--- src/rtl/sched_pkg.sv ---
package sched_pkg;

    localparam int ROW_W   = 14;
    localparam int COL_W   = 7;
    localparam int AGE_W   = 8;
    localparam int AGE_MAX = (1 << AGE_W) - 1;

    typedef logic [AGE_W-1:0] age_t;

    // Ranking key: a larger unsigned value wins. valid sits on top so that empty slots always lose.
    typedef struct packed {
        logic valid;
        logic crit;
        logic rowhit;
        logic urgent;
        age_t age;
    } prio_key_t;

    function automatic age_t age_step(input age_t a);
        return (a == age_t'(AGE_MAX)) ? a : a + 1'b1;
    endfunction

endpackage

--- src/rtl/sched_prio_key.sv ---
module sched_prio_key
    import sched_pkg::*;
#(
    parameter int NUM_CORE = 4,
    parameter int NUM_BANK = 8,
    parameter int ROW_W    = sched_pkg::ROW_W,
    localparam int CORE_W  = (NUM_CORE > 1) ? $clog2(NUM_CORE) : 1,
    localparam int BANK_W  = (NUM_BANK > 1) ? $clog2(NUM_BANK) : 1
) (
    input  logic                      valid,
    input  logic                      is_pref,
    input  logic [CORE_W-1:0]         core,
    input  logic [BANK_W-1:0]         bank,
    input  logic [ROW_W-1:0]          row,
    input  age_t                      age,
    input  logic [NUM_CORE-1:0]       acc_ok,
    input  logic [NUM_BANK-1:0]       open_vld,
    input  logic [NUM_BANK*ROW_W-1:0] open_row,
    output prio_key_t                 key
);

    logic             core_ok;
    logic [ROW_W-1:0] bank_row;

    always_comb begin
        core_ok    = acc_ok[core];
        bank_row   = open_row[int'(bank)*ROW_W +: ROW_W];
        key.valid  = valid;
        key.crit   = !is_pref || core_ok;
        key.rowhit = open_vld[bank] && (bank_row == row);
        key.urgent = !is_pref && !core_ok;
        key.age    = age;
    end

endmodule

--- src/rtl/sched_arb_tree.sv ---
module sched_arb_tree
    import sched_pkg::*;
#(
    parameter int NUM_ENT = 16,
    localparam int IDX_W  = $clog2(NUM_ENT),
    localparam int LEAVES = 1 << IDX_W,
    localparam int NODES  = 2 * LEAVES - 1
) (
    input  prio_key_t [NUM_ENT-1:0] keys,
    output logic                    win_valid,
    output logic [IDX_W-1:0]        win_idx
);

    prio_key_t        nk [NODES];
    logic [IDX_W-1:0] ni [NODES];

    for (genvar l = 0; l < LEAVES; l++) begin : g_leaf
        if (l < NUM_ENT) begin : g_used
            assign nk[LEAVES-1+l] = keys[l];
        end else begin : g_pad
            assign nk[LEAVES-1+l] = '0;
        end
        assign ni[LEAVES-1+l] = IDX_W'(l);
    end

    // Heap layout: the left child always covers the lower slot numbers, so ">=" resolves a tie toward the lower slot.
    for (genvar n = 0; n < LEAVES - 1; n++) begin : g_node
        logic take_left;
        assign take_left = (nk[2*n+1] >= nk[2*n+2]);
        assign nk[n]     = take_left ? nk[2*n+1] : nk[2*n+2];
        assign ni[n]     = take_left ? ni[2*n+1] : ni[2*n+2];
    end

    assign win_valid = nk[0].valid;
    assign win_idx   = ni[0];

endmodule

--- src/rtl/sched_alloc.sv ---
module sched_alloc #(
    parameter int NUM_ENT  = 16,
    parameter int NUM_BANK = 8,
    parameter int ROW_W    = 14,
    parameter int COL_W    = 7,
    localparam int IDX_W   = $clog2(NUM_ENT),
    localparam int BANK_W  = (NUM_BANK > 1) ? $clog2(NUM_BANK) : 1
) (
    input  logic [NUM_ENT-1:0]             ent_vld,
    input  logic [NUM_ENT-1:0]             ent_pf,
    input  logic [NUM_ENT-1:0][BANK_W-1:0] ent_bank,
    input  logic [NUM_ENT-1:0][ROW_W-1:0]  ent_row,
    input  logic [NUM_ENT-1:0][COL_W-1:0]  ent_col,
    input  logic [BANK_W-1:0]              enq_bank,
    input  logic [ROW_W-1:0]               enq_row,
    input  logic [COL_W-1:0]               enq_col,
    output logic [NUM_ENT-1:0]             pf_match,
    output logic                           free_found,
    output logic [IDX_W-1:0]               free_idx
);

    for (genvar e = 0; e < NUM_ENT; e++) begin : g_match
        assign pf_match[e] = ent_vld[e] && ent_pf[e] &&
                             (ent_bank[e] == enq_bank) &&
                             (ent_row[e]  == enq_row)  &&
                             (ent_col[e]  == enq_col);
    end

    // The loop scans from the top slot down, so the lowest free slot is written last and wins.
    always_comb begin
        free_found = 1'b0;
        free_idx   = '0;
        for (int i = NUM_ENT - 1; i >= 0; i--) begin
            if (!ent_vld[i]) begin
                free_found = 1'b1;
                free_idx   = IDX_W'(i);
            end
        end
    end

endmodule

--- src/rtl/acc_aware_sched.sv ---
module acc_aware_sched
    import sched_pkg::*;
#(
    parameter int NUM_ENT  = 16,
    parameter int NUM_CORE = 4,
    parameter int NUM_BANK = 8,
    parameter int ROW_W    = sched_pkg::ROW_W,
    parameter int COL_W    = sched_pkg::COL_W,
    localparam int IDX_W   = $clog2(NUM_ENT),
    localparam int CORE_W  = (NUM_CORE > 1) ? $clog2(NUM_CORE) : 1,
    localparam int BANK_W  = (NUM_BANK > 1) ? $clog2(NUM_BANK) : 1
) (
    input  logic                      clk,
    input  logic                      rst_n,
    input  logic                      enq_valid,
    input  logic                      enq_is_pref,
    input  logic [CORE_W-1:0]         enq_core,
    input  logic [BANK_W-1:0]         enq_bank,
    input  logic [ROW_W-1:0]          enq_row,
    input  logic [COL_W-1:0]          enq_col,
    input  logic [NUM_CORE-1:0]       acc_ok,
    input  logic [NUM_BANK-1:0]       open_vld,
    input  logic [NUM_BANK*ROW_W-1:0] open_row,
    input  logic                      bus_tick,
    output logic                      grant_valid,
    output logic [IDX_W-1:0]          grant_idx
);

    typedef struct packed {
        logic [NUM_ENT-1:0]              vld;
        logic [NUM_ENT-1:0]              pf;
        logic [NUM_ENT-1:0][CORE_W-1:0]  core;
        logic [NUM_ENT-1:0][BANK_W-1:0]  bank;
        logic [NUM_ENT-1:0][ROW_W-1:0]   row;
        logic [NUM_ENT-1:0][COL_W-1:0]   col;
        age_t [NUM_ENT-1:0]              age;
    } buf_state_t;

    buf_state_t state_d, state_q;

    logic [NUM_ENT-1:0]             ent_vld;
    logic [NUM_ENT-1:0]             ent_pf;
    logic [NUM_ENT-1:0][CORE_W-1:0] ent_core;
    age_t [NUM_ENT-1:0]             ent_age;

    assign ent_vld  = state_q.vld;
    assign ent_pf   = state_q.pf;
    assign ent_core = state_q.core;
    assign ent_age  = state_q.age;

    prio_key_t [NUM_ENT-1:0] keys;
    logic                    win_valid;
    logic [IDX_W-1:0]        win_idx;
    logic [NUM_ENT-1:0]      pf_match;
    logic                    free_found;
    logic [IDX_W-1:0]        free_idx;
    logic                    merge_hit;

    for (genvar e = 0; e < NUM_ENT; e++) begin : g_key
        sched_prio_key #(
            .NUM_CORE (NUM_CORE),
            .NUM_BANK (NUM_BANK),
            .ROW_W    (ROW_W)
        ) u_key (
            .valid    (state_q.vld[e]),
            .is_pref  (state_q.pf[e]),
            .core     (state_q.core[e]),
            .bank     (state_q.bank[e]),
            .row      (state_q.row[e]),
            .age      (state_q.age[e]),
            .acc_ok   (acc_ok),
            .open_vld (open_vld),
            .open_row (open_row),
            .key      (keys[e])
        );
    end

    sched_arb_tree #(
        .NUM_ENT (NUM_ENT)
    ) u_tree (
        .keys      (keys),
        .win_valid (win_valid),
        .win_idx   (win_idx)
    );

    sched_alloc #(
        .NUM_ENT  (NUM_ENT),
        .NUM_BANK (NUM_BANK),
        .ROW_W    (ROW_W),
        .COL_W    (COL_W)
    ) u_alloc (
        .ent_vld    (state_q.vld),
        .ent_pf     (state_q.pf),
        .ent_bank   (state_q.bank),
        .ent_row    (state_q.row),
        .ent_col    (state_q.col),
        .enq_bank   (enq_bank),
        .enq_row    (enq_row),
        .enq_col    (enq_col),
        .pf_match   (pf_match),
        .free_found (free_found),
        .free_idx   (free_idx)
    );

    assign grant_valid = bus_tick && win_valid;
    assign grant_idx   = win_idx;
    assign merge_hit   = enq_valid && !enq_is_pref && (|pf_match);

    always_comb begin
        state_d = state_q;

        for (int i = 0; i < NUM_ENT; i++) begin
            if (state_q.vld[i]) begin
                state_d.age[i] = age_step(state_q.age[i]);
            end
        end

        if (grant_valid) begin
            state_d.vld[win_idx] = 1'b0;
        end

        if (merge_hit) begin
            state_d.pf = state_q.pf & ~pf_match;
        end else if (enq_valid && free_found) begin
            state_d.vld[free_idx]  = 1'b1;
            state_d.pf[free_idx]   = enq_is_pref;
            state_d.core[free_idx] = enq_core;
            state_d.bank[free_idx] = enq_bank;
            state_d.row[free_idx]  = enq_row;
            state_d.col[free_idx]  = enq_col;
            state_d.age[free_idx]  = '0;
        end
    end

    always_ff @(posedge clk or negedge rst_n) begin
        if (!rst_n) begin
            state_q <= '0;
        end else begin
            state_q <= state_d;
        end
    end

endmodule

--- config.mk ---
export PLATFORM = sky130hd
export DESIGN_NAME = acc_aware_sched
export DESIGN_NICKNAME = d
export VERILOG_FILES = /design/src/rtl/sched_pkg.sv /design/src/rtl/sched_prio_key.sv /design/src/rtl/sched_arb_tree.sv /design/src/rtl/sched_alloc.sv /design/src/rtl/acc_aware_sched.sv
export SDC_FILE = /design/constraint.sdc
export NUM_CORES = 2
export LEC_CHECK = 0
export ABC_CLOCK_PERIOD_IN_PS = 10750
export BUFFER_PORTS_ARGS = -buffer_cell sky130_fd_sc_hd__buf_2
export CORE_ASPECT_RATIO = 1.2
export CORE_UTILIZATION = 45
export CTS_CLUSTER_SIZE = 24
export DETAILED_ROUTE_END_ITERATION = 6
export SYNTH_ARGS = -nofsm -noshare
export SYNTH_HDL_FRONTEND = slang
export SYNTH_HIERARCHICAL = 1
export SYNTH_SLANG_ARGS = --single-unit
--- constraint.sdc ---
create_clock -name clk -period 10.75 [get_ports clk]
set_input_delay 1.6125 -clock clk [delete_from_list [all_inputs] [get_ports clk]]
set_output_delay 1.6125 -clock clk [all_outputs]
set_load 0.005 [all_outputs]
==> out/metrics.yaml <==
status: "finished with violations"
violations: "DRC, setup timing"
drt-initial-drc-count: 5251
setup-violations-final: 5
synth_area_sq_mm: 0.05448
syn-num-nets: 5520
finalCritPeriodShare: 1.084
drv_slew: 0
cts.sinks: 576
synth_area_per_cell_sq_um: 10.54
fp.dieArea_sq_mm: 0.1225
synth_ff_type: "dfrtp_1"
worst_pin_slew_ps: 1219
port_buffers: 159
finalHoldViolations: 0
critPathMaxStageDelay_ps: 590
max-cap-violations: 0
yosys.area_share.simple: 0.1150
worstSkewPairLatency_ps: 700
grt_max_degree: 162
vias: 48490
worstPathArrival_ps: 10040
ys_top_cells_by_count: "576 x dfrtp_1, 406 x mux2i_1, 406 x xor2_1, 320 x mux4_2, 303 x o2bb2ai_1"
ant_nets: 0
fin_ws_ps: -899.4
grt_pass1_wl_mm: 332.1
async_flop_share: 1.000
ys_seq_elements: 576
dr.pass1.iters: 7
max_freq_mhz: 85.84
cts_made_buffers: 67
core_sq_mm: 0.1198
fp-row-count: 139
end_kind: "primary output"
area_delta_synth_final_pct: 17.73
synth_top_family_by_area: "multiplexers"
fp.dieW_um: 319.6
nets: 6063
hold_class: "reg2reg"
crit_required_ps: 9140
wirelength_mm: 230.3
drc: 3
finish.utilization: 0.5352
n_fill_cell: 10630
yosys.cell_count.top_type: "dfrtp_1"
worst-path-max-fanout: 6
synthAdderAreaFrac: 0.04479
grt_pass1_vias: 47220
yosysTopAreaCell: "dfrtp_1"
whs_ps: 505.0
ys_types: 81
gp_congestion: 1.076
yosys_warnings: 6
cts_tree: "done"
synthXorXnorAreaFrac: 0.1034
synthCells: 5170
yosysSeqAreaShare: 0.2646
fin_crit_ps: 11650
skew_ps: 65.16
grt.overflow.total: 0
wl_per_cell_um: 31.42
start_util: 0.4546
synthMuxAreaShare: 0.2756
die_h_um: 383.1
synth_edf_count: 0
synth_compound_area_frac: 0.1208
drive_gt1_frac: 0.3278
design.portCount: 160
max_slew_margin: 0.1800
yosys-top-cells-area: "dfrtp_1 26%, mux4_2 13%, mux2i_1 7.5%"
cpMaxStageDelayCell: "nor4_4"
grt_usage: 0.3700
worstSetupPathType: "in2out"
yosysTopAreaCellShare: 0.2646
viasPerCell: 6.616
postCtsHoldBufs: 0
rsz0062_at_grt: "true"
clockBufferDepth: 3
antenna_found_initial: 19
hpwlAfterDp_mm: 173.0
cts-root-buf: "clkbuf_16"
cts.clk_slew.worst_paths_ps: 60
htree_levels: 3
start_kind: "input port"
[through the flow]
| stage | setup TNS, ps | worst slack (ps) | std cells | instance area [sq um] |
|---|---|---|---|---|
| after global placement | -18200 | -1566 | 7157 | 60300 |
| after detailed placement | -18220 | -1559 | 7157 | 60300 |
| after global routing | -5761 | -1202 | 7325 | 64120 |
| after CTS | -4918 | -1069 | 7292 | 63150 |
| final | -4214 | -899.4 | 7330 | 64140 |
| after floorplan | 0 | 4.185 | 5170 | 54610 |
[cells by family after synthesis]
logic type      Yosys count
simple gates           1165
xor+xnor                643
mux                    1031
buf+inv                 665
flops                   576
compound gates          895
fa+ha+maj               195
[critical path, delay by kind of cell]
family / cells / cell delay, ps
compound gates: 16 / 2340
xor+xnor: 1 / 180
fa+ha+maj: 4 / 960
buf+inv: 7 / 990
mux: 4 / 1180
simple gates: 13 / 2710
[layer usage]
| metal | GRT usage | routed length, um | vias up |
|---|---|---|---|
| li1 | - | - | 20530 |
| met1 | 0.4385 | 83520 | 24080 |
| met2 | 0.5824 | 104300 | 2977 |
| met3 | 0.08588 | 21480 | 891 |
| met4 | 0.2810 | 20770 | 16 |
| met5 | 0.01111 | 253 | - |
[registers in the layout, indices dropped and copies added, names as in the netlist]
register and flops:
ent_age 128, ent_vld 16, ent_core 32, state_q 384, ent_pf 16
[what timing repair did]
action / in CTS / in global routing
pin swaps: 27 / 60
endpoints found under the setup margin: 15 / 21
setup buffers: 13 / 27
gates resized for setup: 90 / 173
[final timing paths]
path | from | to | slack, ps | depth (start not counted)
worst min-delay path | ent_core[15] | ent_core[15] | 510 | 1
worst max-delay path | open_row[61] | grant_idx[0] | -900 | 45
worst min register to register | ent_core[15] | ent_core[15] | 510 | 1
max in group asynchronous | rst_n | state_q[471] | 7640 | 3
min in group asynchronous | rst_n | ent_age[124] | 960 | 1
worst max register to register | state_q[510] | ent_vld[6] | 480 | 49
[final cells by class]
class                      instances  area, sq um  share of cell area
timing repair buffer             961         7711              0.1202
antenna                           13        32.53           0.0005072
sequential                       576        14450              0.2253
clock inverter                    32        473.0            0.007374
multi-input combinational       3929        36990              0.5768
clock buffer                      90         1863             0.02905
tap                             1551         1941             0.03026
inverter                         178        673.1             0.01050
[cell usage in the layout, fill, tap and decap left out, types with 51 or more instances in the layout]
cell type  instances
nor4_1            63
nand2_1          271
nor2b_1           85
nand3_1           84
mux2_2           252
buf_2            129
a211oi_1          74
mux4_2           322
o22ai_1           90
nand4_1          157
xor2_1           405
nor3_1            62
mux2i_1          362
buf_6             51
nand2b_1          68
dfrtp_1          546
a221oi_1          54
clkbuf_16         67
xnor2_1          237
a21oi_1           96
o2bb2ai_1        301
o21ai_0           93
buf_4            727
nor2_1           224
inv_1            174
ha_1             183
Power is left out: the tool's default activity adds up to more than one toggle a clock period on the data nets, which glitch-free logic cannot reach.
